===== src/rtl/tpi_pkg.sv =====
package tpi_pkg;
  // Field positions that software decodes; they must not move.
  localparam int SEL_LSB     = 0;
  localparam int SEL_W       = 3;
  localparam int GPIO_LSB    = 4;
  localparam int IRQ_EN_BIT  = 8;
  localparam int OD_BIT      = 9;
  localparam int EDGE_LSB    = 16;
  localparam int PIN_LVL_BIT = 8;
  localparam int FLAG_W      = 4;

  // Flag slots inside the status word
  localparam int FLG_EVENT   = 0;
  localparam int FLG_RISE    = 1;
  localparam int FLG_FALL    = 2;
  localparam int FLG_OVERRUN = 3;

  typedef enum logic [SEL_W-1:0] {
    PM_OFF     = 3'd0,
    PM_CAPTURE = 3'd1,
    PM_COMPARE = 3'd2,
    PM_PWM     = 3'd3,
    PM_GPIO    = 3'd4
  } pinMode_e;

  typedef struct packed {
    logic              capRise;
    logic              capFall;
    logic              driveEn;
    logic              driveLvl;
    logic              openDrain;
    logic              irqEn;
    logic [FLAG_W-1:0] clrMask;
  } pinStrobe_t;
endpackage


===== src/rtl/tpi_ctrl.sv =====
module tpi_ctrl
  import tpi_pkg::*;
#(
  parameter int REG_W = 32
) (
  input  logic             clk,
  input  logic             rstN,
  input  logic             modeWe,
  input  logic [REG_W-1:0] modeWdata,
  input  logic             statusWe,
  input  logic [REG_W-1:0] statusWdata,
  output logic [REG_W-1:0] modeQ,
  output pinStrobe_t       strb
);
  localparam logic [REG_W-1:0] WR_MASK =
      (REG_W'(7) << SEL_LSB) | (REG_W'(3) << GPIO_LSB) |
      (REG_W'(1) << IRQ_EN_BIT) | (REG_W'(1) << OD_BIT) |
      (REG_W'(3) << EDGE_LSB);

  pinMode_e   pinMode;
  logic [1:0] gpioField;
  logic [1:0] edgeField;
  logic       capActive;
  logic       irqArmed;
  logic       unusedStatusHi;

  always_ff @(posedge clk or negedge rstN) begin
    if (!rstN) modeQ <= '0;
    else if (modeWe) modeQ <= modeWdata & WR_MASK;
  end

  assign unusedStatusHi = ^statusWdata[REG_W-1:FLAG_W];

  always_comb begin
    pinMode   = pinMode_e'(modeQ[SEL_LSB +: SEL_W]);
    gpioField = modeQ[GPIO_LSB +: 2];
    edgeField = modeQ[EDGE_LSB +: 2];
    irqArmed  = modeQ[IRQ_EN_BIT] && (edgeField != 2'b00);
    case (pinMode)
      PM_CAPTURE, PM_GPIO: capActive = 1'b1;
      PM_COMPARE, PM_PWM:  capActive = 1'b0;
      default:             capActive = 1'b0;
    endcase
  end

  always_comb begin
    strb           = '0;
    strb.capRise   = capActive && edgeField[0];
    strb.capFall   = capActive && edgeField[1];
    strb.driveEn   = (pinMode == PM_GPIO) && gpioField[1] && !irqArmed;
    strb.driveLvl  = gpioField[0];
    strb.openDrain = modeQ[OD_BIT];
    strb.irqEn     = modeQ[IRQ_EN_BIT];
    strb.clrMask   = statusWe ? statusWdata[FLAG_W-1:0] : '0;
  end
endmodule


===== src/rtl/tpi_datapath.sv =====
module tpi_datapath
  import tpi_pkg::*;
#(
  parameter int SYNC_STAGES = 2
) (
  input  logic              clk,
  input  logic              rstN,
  input  pinStrobe_t        strb,
  input  logic              pinIn,
  output logic [FLAG_W-1:0] flags,
  output logic              pinLvl,
  output logic              pinOut,
  output logic              pinOe,
  output logic              irqOut
);
  localparam int LAST = SYNC_STAGES - 1;

  logic [SYNC_STAGES-1:0] syncQ;
  logic                   prevLvl;
  logic                   riseHit;
  logic                   fallHit;
  logic                   anyHit;
  logic [FLAG_W-1:0]      setVec;

  generate
    for (genvar g = 0; g < SYNC_STAGES; g++) begin : g_sync
      if (g == 0) begin : g_first
        always_ff @(posedge clk or negedge rstN) begin
          if (!rstN) syncQ[0] <= 1'b0;
          else       syncQ[0] <= pinIn;
        end
      end else begin : g_next
        always_ff @(posedge clk or negedge rstN) begin
          if (!rstN) syncQ[g] <= 1'b0;
          else       syncQ[g] <= syncQ[g-1];
        end
      end
    end
  endgenerate

  assign pinLvl = syncQ[LAST];

  always_ff @(posedge clk or negedge rstN) begin
    if (!rstN) prevLvl <= 1'b0;
    else       prevLvl <= pinLvl;
  end

  always_comb begin
    riseHit = strb.capRise && pinLvl && !prevLvl;
    fallHit = strb.capFall && !pinLvl && prevLvl;
    anyHit  = riseHit || fallHit;
    setVec              = '0;
    setVec[FLG_EVENT]   = anyHit;
    setVec[FLG_RISE]    = riseHit;
    setVec[FLG_FALL]    = fallHit;
    setVec[FLG_OVERRUN] = anyHit && flags[FLG_EVENT] && !strb.clrMask[FLG_EVENT];
  end

  // New events take priority over same-cycle clears
  always_ff @(posedge clk or negedge rstN) begin
    if (!rstN) flags <= '0;
    else       flags <= (flags & ~strb.clrMask) | setVec;
  end

  always_comb begin
    pinOe  = strb.driveEn && !(strb.openDrain && strb.driveLvl);
    pinOut = pinOe && strb.driveLvl;
    irqOut = strb.irqEn && (|flags);
  end
endmodule


===== src/rtl/tmr_pin_irq.sv =====
module tmr_pin_irq
  import tpi_pkg::*;
#(
  parameter int REG_W       = 32,
  parameter int SYNC_STAGES = 2
) (
  input  logic             clk,
  input  logic             rstN,
  input  logic             modeWe,
  input  logic [REG_W-1:0] modeWdata,
  input  logic             statusWe,
  input  logic [REG_W-1:0] statusWdata,
  output logic [REG_W-1:0] modeRdata,
  output logic [REG_W-1:0] statusRdata,
  input  logic             pinIn,
  output logic             pinOut,
  output logic             pinOe,
  output logic             irqOut
);
  pinStrobe_t        strb;
  logic [FLAG_W-1:0] flags;
  logic              pinLvl;

  tpi_ctrl #(.REG_W(REG_W)) u_ctrl (
    .clk(clk), .rstN(rstN), .modeWe(modeWe), .modeWdata(modeWdata),
    .statusWe(statusWe), .statusWdata(statusWdata),
    .modeQ(modeRdata), .strb(strb)
  );

  tpi_datapath #(.SYNC_STAGES(SYNC_STAGES)) u_dp (
    .clk(clk), .rstN(rstN), .strb(strb), .pinIn(pinIn),
    .flags(flags), .pinLvl(pinLvl), .pinOut(pinOut),
    .pinOe(pinOe), .irqOut(irqOut)
  );

  always_comb begin
    statusRdata              = '0;
    statusRdata[FLAG_W-1:0]  = flags;
    statusRdata[PIN_LVL_BIT] = pinLvl;
  end
endmodule


===== config.mk =====
export PLATFORM = sky130hd
export DESIGN_NAME = tmr_pin_irq
export DESIGN_NICKNAME = d
export VERILOG_FILES = /design/src/rtl/tpi_pkg.sv /design/src/rtl/tpi_ctrl.sv /design/src/rtl/tpi_datapath.sv /design/src/rtl/tmr_pin_irq.sv
export SDC_FILE = /design/constraint.sdc
export NUM_CORES = 1
export LEC_CHECK = 0
export BUFFER_PORTS_ARGS = -buffer_cell sky130_fd_sc_hd__clkbuf_2
export CORE_AREA = 2 2 61 58
export CTS_CLUSTER_DIAMETER = 60
export DETAILED_ROUTE_END_ITERATION = 8
export DIE_AREA = 0 0 63 60
export PLACE_DENSITY_LB_ADDON = 0.1
export RECOVER_POWER = 100
export SLEW_MARGIN = 10
export SYNTH_ARGS = -nofsm -noshare
export SYNTH_HDL_FRONTEND = slang
export SYNTH_SLANG_ARGS = --single-unit

===== constraint.sdc =====
create_clock -name clk -period 1.75 [get_ports clk]
set_input_delay 0 -clock clk [delete_from_list [all_inputs] [get_ports clk]]
set_output_delay 0 -clock clk [all_outputs]
set_load 0.02 [all_outputs]

# Word level (Yosys, flattened, before mapping)
# Cells that the tools add are included.
# Widths: inputs -> output; s select.
[word_totals]
latch_bits = 0
mem_bits_ro = 0
elab_cells = 36
memories = 0
inputBits = 69
reg_bits = 16
ram_bits = 0
out_inout_bits = 67
[op_classes]
multipliers = 0
n_lt_le_gt_ge = 0
mux = 2
n_eq_ne = 2
shifts = 0
add_sub_neg = 0
div = 0
n_reduce_logical = 24
n_bitwise = 3
[ops]
columns = ["cell", "count"]
rows = [
  ["$logic_and 1x1->1", 15],
  ["$logic_not 1->1", 5],
  ["$and 4x4->4", 1],
  ["$mux 4", 1],
  ["$not 4->4", 1],
  ["$or 4x4->4", 1],
  ["$reduce_or 4->1", 1],
  ["$eq 3x1->1 const B", 1],
  ["$eq 3x3->1 const B", 1],
  ["$reduce_bool 2->1", 1],
  ["$reduce_or 2->1", 1],
  ["$logic_or 1x1->1", 1],
  ["$mux 1", 1],
]

# Longest topological paths before layout
# Gate-level depths: netlist of the first run.
[depth]
depth_word = 10
ltp_mapped = 3
ltp_nobuf = 3

# Cells and area by module
# From an unflattened synthesis of the first run, not the netlist that was laid out.
[unflattened]
hier_cells = 106
hier_area_um2 = 1114.8
[modules_own_cells]
columns = ["mod", "area_per_inst_um2", "n_inst", "cells_per_inst", "seq_area_each_um2"]
rows = [
  ["tpi_ctrl", 636.9, 1, 56, 225.2],
  ["tpi_datapath", 264.0, 1, 21, 175.2],
  ["tmr_pin_irq", 214.0, 1, 29, 0.0],
]

# Least setup slack after synthesis of the first run
# No wires, ideal clock.
[synth_timing]
path_type = "reg-to-output"
startpoint = "register u_ctrl.modeQ[17]"
endpoint = "output pinOut"
t_required_ns = 1.750
slack_ns = 0.456
arrival_time_ns = 1.294
path_stages_with_launch = 4
path_buffers = 0
path_cell_list = "dfrtp_1 o21ai_0 nand4_1 nor3b_1"
[synth_via]
elab_chain_cells = 6
[synth_lines]
columns = ["item", "line_no", "text"]
rows = [
  ["start: declaration", "tpi_ctrl.sv:12", "output logic [REG_W-1:0] modeQ,"],
  ["start signal: assignment", "tpi_ctrl.sv:29", "else if (modeWe) modeQ <= modeWdata & WR_MASK;"],
  ["$reduce_bool 2->1", "tpi_ctrl.sv:38", "irqArmed = modeQ[IRQ_EN_BIT] && (edgeField != 2'b00);"],
  ["$logic_and 1x1->1", "tpi_ctrl.sv:38", ""],
  ["$logic_not 1->1", "tpi_ctrl.sv:50", "strb.driveEn = (pinMode == PM_GPIO) && gpioField[1] && !irqArmed;"],
  ["$logic_and 1x1->1", "tpi_ctrl.sv:50", ""],
  ["$logic_and 1x1->1", "tpi_datapath.sv:66", "pinOe = strb.driveEn && !(strb.openDrain && strb.driveLvl);"],
  ["$logic_and 1x1->1", "tpi_datapath.sv:67", "pinOut = pinOe && strb.driveLvl;"],
  ["end: declaration", "tmr_pin_irq.sv:16", "output logic pinOut,"],
]
# Every way passes these cells.

# Final worst setup path of the first run
# Same ends and word-level chain as after synthesis.

==> reports/results.ini, run 1 <==
[floorplanning]
core_area_mm2=0.00318
placementRows=20
die_h_um=60
start_util_pct=32.3
die_area_mm2=0.00378
io_pins=136
die_x_um=63

[setup_path]
cp_cell_sequence=o21ai_0, nand4_1, nor3b_1, clkbuf_1
reg2reg_to=u_dp.flags[3]
cp-start-kind=flip-flop
path_max_fanout=4
reg2reg_from=u_ctrl.modeQ[17]
critical_path.max_stage_delay_ps=410
crit_arrival_ps=1480
crit_required_ps=1750
end_kind=output port
worstSetupPathType=flip-flop to output port
r2r_cells=3
reg2reg_setup_slack_ps=550
cp_slowest_cell=dfrtp_1

[synth]
ys_ff_latch=16
synth_warnings=0
synth_cells=97
netlist.area_leader.share_pct=39.0
synth.cell_area_mm2=0.00103
yosysSeqAreaShare_pct=39.0
synth_area_per_cell_um2=10.6
synth.largest_area_cell=dfrtp_1
synthTopCellsByArea=dfrtp_1 (39%), buf_4 (37%), mux2_2 (9.9%)
ys_types=19

[timing]
finClkSkew_ps=2.74
fmax_ghz=0.674
slew_violations=0
max_slew_margin_pct=41.0
fin_tns_setup_ps=0
fin_hold_ws_ps=31.7
worst_slew_pin_slew_ps=886
fin_crit_ps=1480
fin_crit_sh_pct=84.8
hold_violations=0
setup_viol=0
rsz0062_at_grt=false

[job]
maxCapViolations=0

[routing]
dr.pass1.iters=4
drt-total-wl_um=1800
vias=662
drtIter0Drc=11
drc=0
via_per_inst=3.52
wl_per_cell_um=9.58
detail-route-antenna-nets=0

[global_route]
grt.total_usage_pct=9.46
grt_max_degree=17
grt_overflow_total=0
grt_pass1_vias=626
antenna_found_initial=0
grt_first_pass_wirelength_um=2730

[hold_path]
worstHoldPathCells=3
hp-class=input pin to flip-flop
min_to=u_dp.flags[1]
holdCritStartpoint=statusWe

[final_layout]
area_growth_syn_to_layout_pct=14.8
n_antenna_cell=0
final_nets=215
fillers=344
final_layout_size_suffix_gt1_share_pct=20.8

[clock_network]
clock_path_buffers=2
root_buffer=clkbuf_4
clk_pin_slew_ps=90
cts_tree=done
ctsResizeCount=0
clock_latency_ps=280
numClockSinks=16
numCtsBuffers=3
htreeDepth=1

[power]
power.density_mw_per_mm2=783
ir_drop_mv=0.295
leakage_nw=0.607

[status]
outcome=completed

[placed_design]
gp_congestion=0.704
numPortBuffers=34
place_hpwl_um=1350

## repair_timing
item                                    4_1_cts  5_1_grt
hold buffers                                 13        0
hold endpoints to repair                     28        0
endpoints found under the setup margin        0        0
buffers inserted                              0        0
## synth_stat cells (all sizes together)
cell type / count
and3b: 2
dfrtp: 16
xnor2: 1
buf: 52
o21ai: 1
nand2: 3
a22o: 3
a21oi: 1
nor3b: 1
a21boi: 1
or2: 1
o41a: 1
nor2: 2
mux2: 9
a41o: 1
conb: 1
nand4: 1
## critical path, delay by kind of cell (launching register included)
kind,cells,cell delay (ps)
buffers and inverters,1,250
DFF,1,410
AOI/OAI and AO/OA,1,200
and+or+nand+nor,2,350
## cells in the final DEF, fill, tap and decap left out, types with 2 or more instances in the layout
cell type       n
clkbuf_4        3
dlygate4sd3_1  13
clkbuf_1       18
and3b_1         2
a22o_2          2
nor2_1          2
nand2_1         3
conb_1         50
dfrtp_1        16
mux2_2          9
clkbuf_2       16
## routing by layer
metal / GRT usage [%] / wire [um] / vias up
met2: 17.3 / 929 / 47
met3: 2.82 / 160 / 0
met5: 0 / 0 / -
met4: 2.86 / 0 / 0
met1: 10.8 / 711 / 298
li1: - / - / 317
## power breakdown
group          total, W  internal (W)  switching, W
Combinational  0.000290     0.0000891      0.000201
Sequential     0.000439      0.000406     0.0000330
Clock          0.000194     0.0000798      0.000114
Total          0.000922      0.000574      0.000348
## kinds of logic after synthesis
group | count (synthesis) | share of synthesized area, %
AOI/OAI and AO/OA | 8 | 6.58
other | 1 | 0.366
and+or+nand+nor | 10 | 5.49
muxes | 9 | 9.88
buffers and inverters | 52 | 37.8
xor gates and xnor gates | 1 | 0.854
DFF | 16 | 39.0
## cell type report
type                       count  area [um^2]  area share (%)
clock buffer                   3         22.5            1.91
multi-input combinational     78          422            35.8
sequential                    16          400            34.0
tap                           44         55.1            4.68
timing repair buffer          47          278            23.6
## worst max path at each step
stage / to / cells past startpoint / from
2_1_floorplan: pinOut / 3 / u_ctrl.modeQ[17]
3_3_place_gp: u_dp.flags[3] / 3 / u_ctrl.modeQ[17]
3_5_place_dp: u_dp.flags[3] / 3 / u_ctrl.modeQ[17]
4_1_cts: pinOut / 4 / u_ctrl.modeQ[17]
5_1_grt: pinOut / 4 / u_ctrl.modeQ[17]
6_report: pinOut / 4 / u_ctrl.modeQ[17]
## through the flow
stage                     setup slack [ps]  utilization [%]  power [W]  std cells  area, um^2
after floorplan                        456                -   0.000732        146        1210
after global placement                 566             33.0   0.000725        172        1050
after detailed placement               543             33.0   0.000726        172        1050
after CTS                              258             37.8   0.000947        188        1200
after global routing                   105             37.0   0.000980        188        1180
final                                  266             37.0   0.000922        188        1180
## sequential cells by signal, indices dropped and copies added, names as in the netlist
signal,cells
u_ctrl.modeQ,9
u_dp.flags,4
u_dp.pinLvl,1
u_dp.prevLvl,1
u_dp.syncQ,1
Power figures use the tool's default switching activity.
==> inputs of run 2 (changes only) <==
--- a/config.mk
+++ b/config.mk
@@ -6,10 +6,10 @@
 export NUM_CORES = 1
 export LEC_CHECK = 0
 export BUFFER_PORTS_ARGS = -buffer_cell sky130_fd_sc_hd__clkbuf_2
-export CORE_AREA = 2 2 61 58
+export CORE_AREA = 2 2 67 63
 export CTS_CLUSTER_DIAMETER = 60
 export DETAILED_ROUTE_END_ITERATION = 8
-export DIE_AREA = 0 0 63 60
+export DIE_AREA = 0 0 69 65
 export PLACE_DENSITY_LB_ADDON = 0.1
 export RECOVER_POWER = 100
 export SLEW_MARGIN = 10
==> constraint.sdc (replaced) <==
create_clock -name clk -period 1.25 [get_ports clk]
set_input_delay 0 -clock clk [delete_from_list [all_inputs] [get_ports clk]]
set_output_delay 0 -clock clk [all_outputs]
set_load 0.02 [all_outputs]
==> run 2 against run 1 <==
Net effect: the flow now finishes with violations (negative setup slack); cell area rose by 7.7%; count of clock-buffer cells in the layout did not move; via count is 6.3% higher; die area up 19%.
==> reports/results.ini, run 2 (synthesis results as in run 1) <==
[timing]
rsz0062_at_grt=true
setup_viol=3
fmax_ghz=0.772
fin_crit_sh_pct=104
setup_slack_ps=-45.2
max_slew_margin_pct=41.5
worst_slew_pin_slew_ps=878
slew_violations=0
finClkSkew_ps=2.91
hold_violations=0
fin_crit_ps=1300

[floorplanning]
core_area_mm2=0.00385
die_x_um=69
die_area_mm2=0.00449
die_h_um=65
io_pins=136
placementRows=22
start_util_pct=26.6

[global_route]
grt_overflow_total=0
grt.total_usage_pct=7.15
grt_max_degree=17
grt_first_pass_wirelength_um=2540
antenna_found_initial=0
grt_pass1_vias=570

[routing]
drc=0
via_per_inst=3.57
wl_per_cell_um=9.16
detail-route-antenna-nets=0
drtIter0Drc=2
dr.pass1.iters=2
vias=704
drt-total-wl_um=1810

[clock_network]
numCtsBuffers=3
numClockSinks=16
clock_latency_ps=240
htreeDepth=1
root_buffer=clkbuf_8
clk_pin_slew_ps=60
clock_path_buffers=2
cts_tree=done

[power]
ir_drop_mv=0.911
clkPwrFrac_pct=26.2
netSwitchingFraction_pct=35.1
switching_power_w=0.000510
p_int_w=0.000943
finalPower_w=0.00145
p_seq_share_pct=42.5
leakage_nw=0.664
p_comb_share_pct=31.3
power.density_mw_per_mm2=1150

[status]
failed_checks=negative setup slack
outcome=complete, but fails checks

[final_layout]
n_antenna_cell=0
largest_register_ffs=9
top_register=u_ctrl.modeQ
final_nets=220
final_layout_size_suffix_gt1_share_pct=30.2
area_growth_syn_to_layout_pct=23.5
fin_util_pct=32.9
final_cell_mix=conb_1 (50), clkbuf_2 (18), dfrtp_1 (16), clkbuf_1 (13), dlygate4sd3_1 (11)
reg_top3=u_ctrl.modeQ (9), u_dp.flags (4)
layout_commonest_cell=conb_1

[setup_path]
worstSetupPathType=flip-flop to output port
end_kind=output port
crit_required_ps=1250
crit_arrival_ps=1300
cp-start-kind=flip-flop
path_max_fanout=2

[hold_path]
hp-class=input pin to flip-flop

[placed_design]
place_hpwl_um=1410
gp_congestion=0.619
numPortBuffers=34

[job]
maxCapViolations=0

[run 2: changes by cell type in the layout (fill, tap and decap cells not counted), moves of 2 or more]
cell / change
buf_6: +2
dlygate4sd3_1: -2
clkbuf_1: -5
clkbuf_2: +2
buf_4: +6
clkbuf_8: +3
[run 2: area by class of cell]
type,instances,area [um^2]
fillers,419,2590
well taps,48,60.1
repair buffers,52,332
multi-input cells,78,434
flip-flops and latches,16,400
clock buffers,3,41.3
[run 2: timing repair]
action,CTS,global route
endpoints found under the setup margin,2,5
hold buffers,11,0
buffers inserted,2,5
gates resized for setup,4,7
pin swaps,2,4
hold endpoints to repair,26,0
[run 2: path summary, 6_finish.rpt]
check                                 start         endpoint  slack, ps  depth (start not counted)
setup / recovery           u_ctrl.modeQ[16]           pinOut        -50                          4
hold / removal               statusWdata[1]    u_dp.flags[1]         20                          3
setup reg to reg           u_ctrl.modeQ[16]    u_dp.flags[3]        -30                          4
hold reg to reg               u_dp.syncQ[0]      u_dp.pinLvl        350                          0
max in group asynchronous              rstN  u_ctrl.modeQ[4]        330                          2
min in group asynchronous              rstN     u_dp.prevLvl        380                          2
[run 2: per-stage QoR]
stage	hold slack, ps	std cells	setup slack [ps]	setup TNS (ps)	cell area [um^2]
6_report	19.6	197	-45.2	-91.9	1270
5_1_grt	28.7	197	-119	-363	1270
4_1_cts	19.8	192	-63.7	-158	1230
2_1_floorplan	-296	146	17.0	0	1210
3_5_place_dp	-46.3	176	50.0	0	1060
3_3_place_gp	-43.1	176	59.8	0	1060
[run 2: worst max-delay path, cell delays in order, from the launching register on]
cell and delay, ps:
dfrtp_1 390, o21ai_2 140, nand4_1 170, nor3b_2 190
buf_4 160
[run 2: metal layers]
layer	share of wire [%]	up-vias	global-route usage, %
li1	-	326	-
met1	40	324	9.00
met2	49	54	12.0
met3	10	0	3.27
met4	0	0	0
met5	0	-	0
[run 2: power by group through the flow]
stage / clock network, W / logic (W) / registers (W)
after floorplan: 0 / 0.000351 / 0.000674
after global placement: 0 / 0.000390 / 0.000628
after detailed placement: 0 / 0.000393 / 0.000629
after CTS: 0.000400 / 0.000434 / 0.000620
after global routing: 0.000421 / 0.000486 / 0.000625
final: 0.000381 / 0.000455 / 0.000618
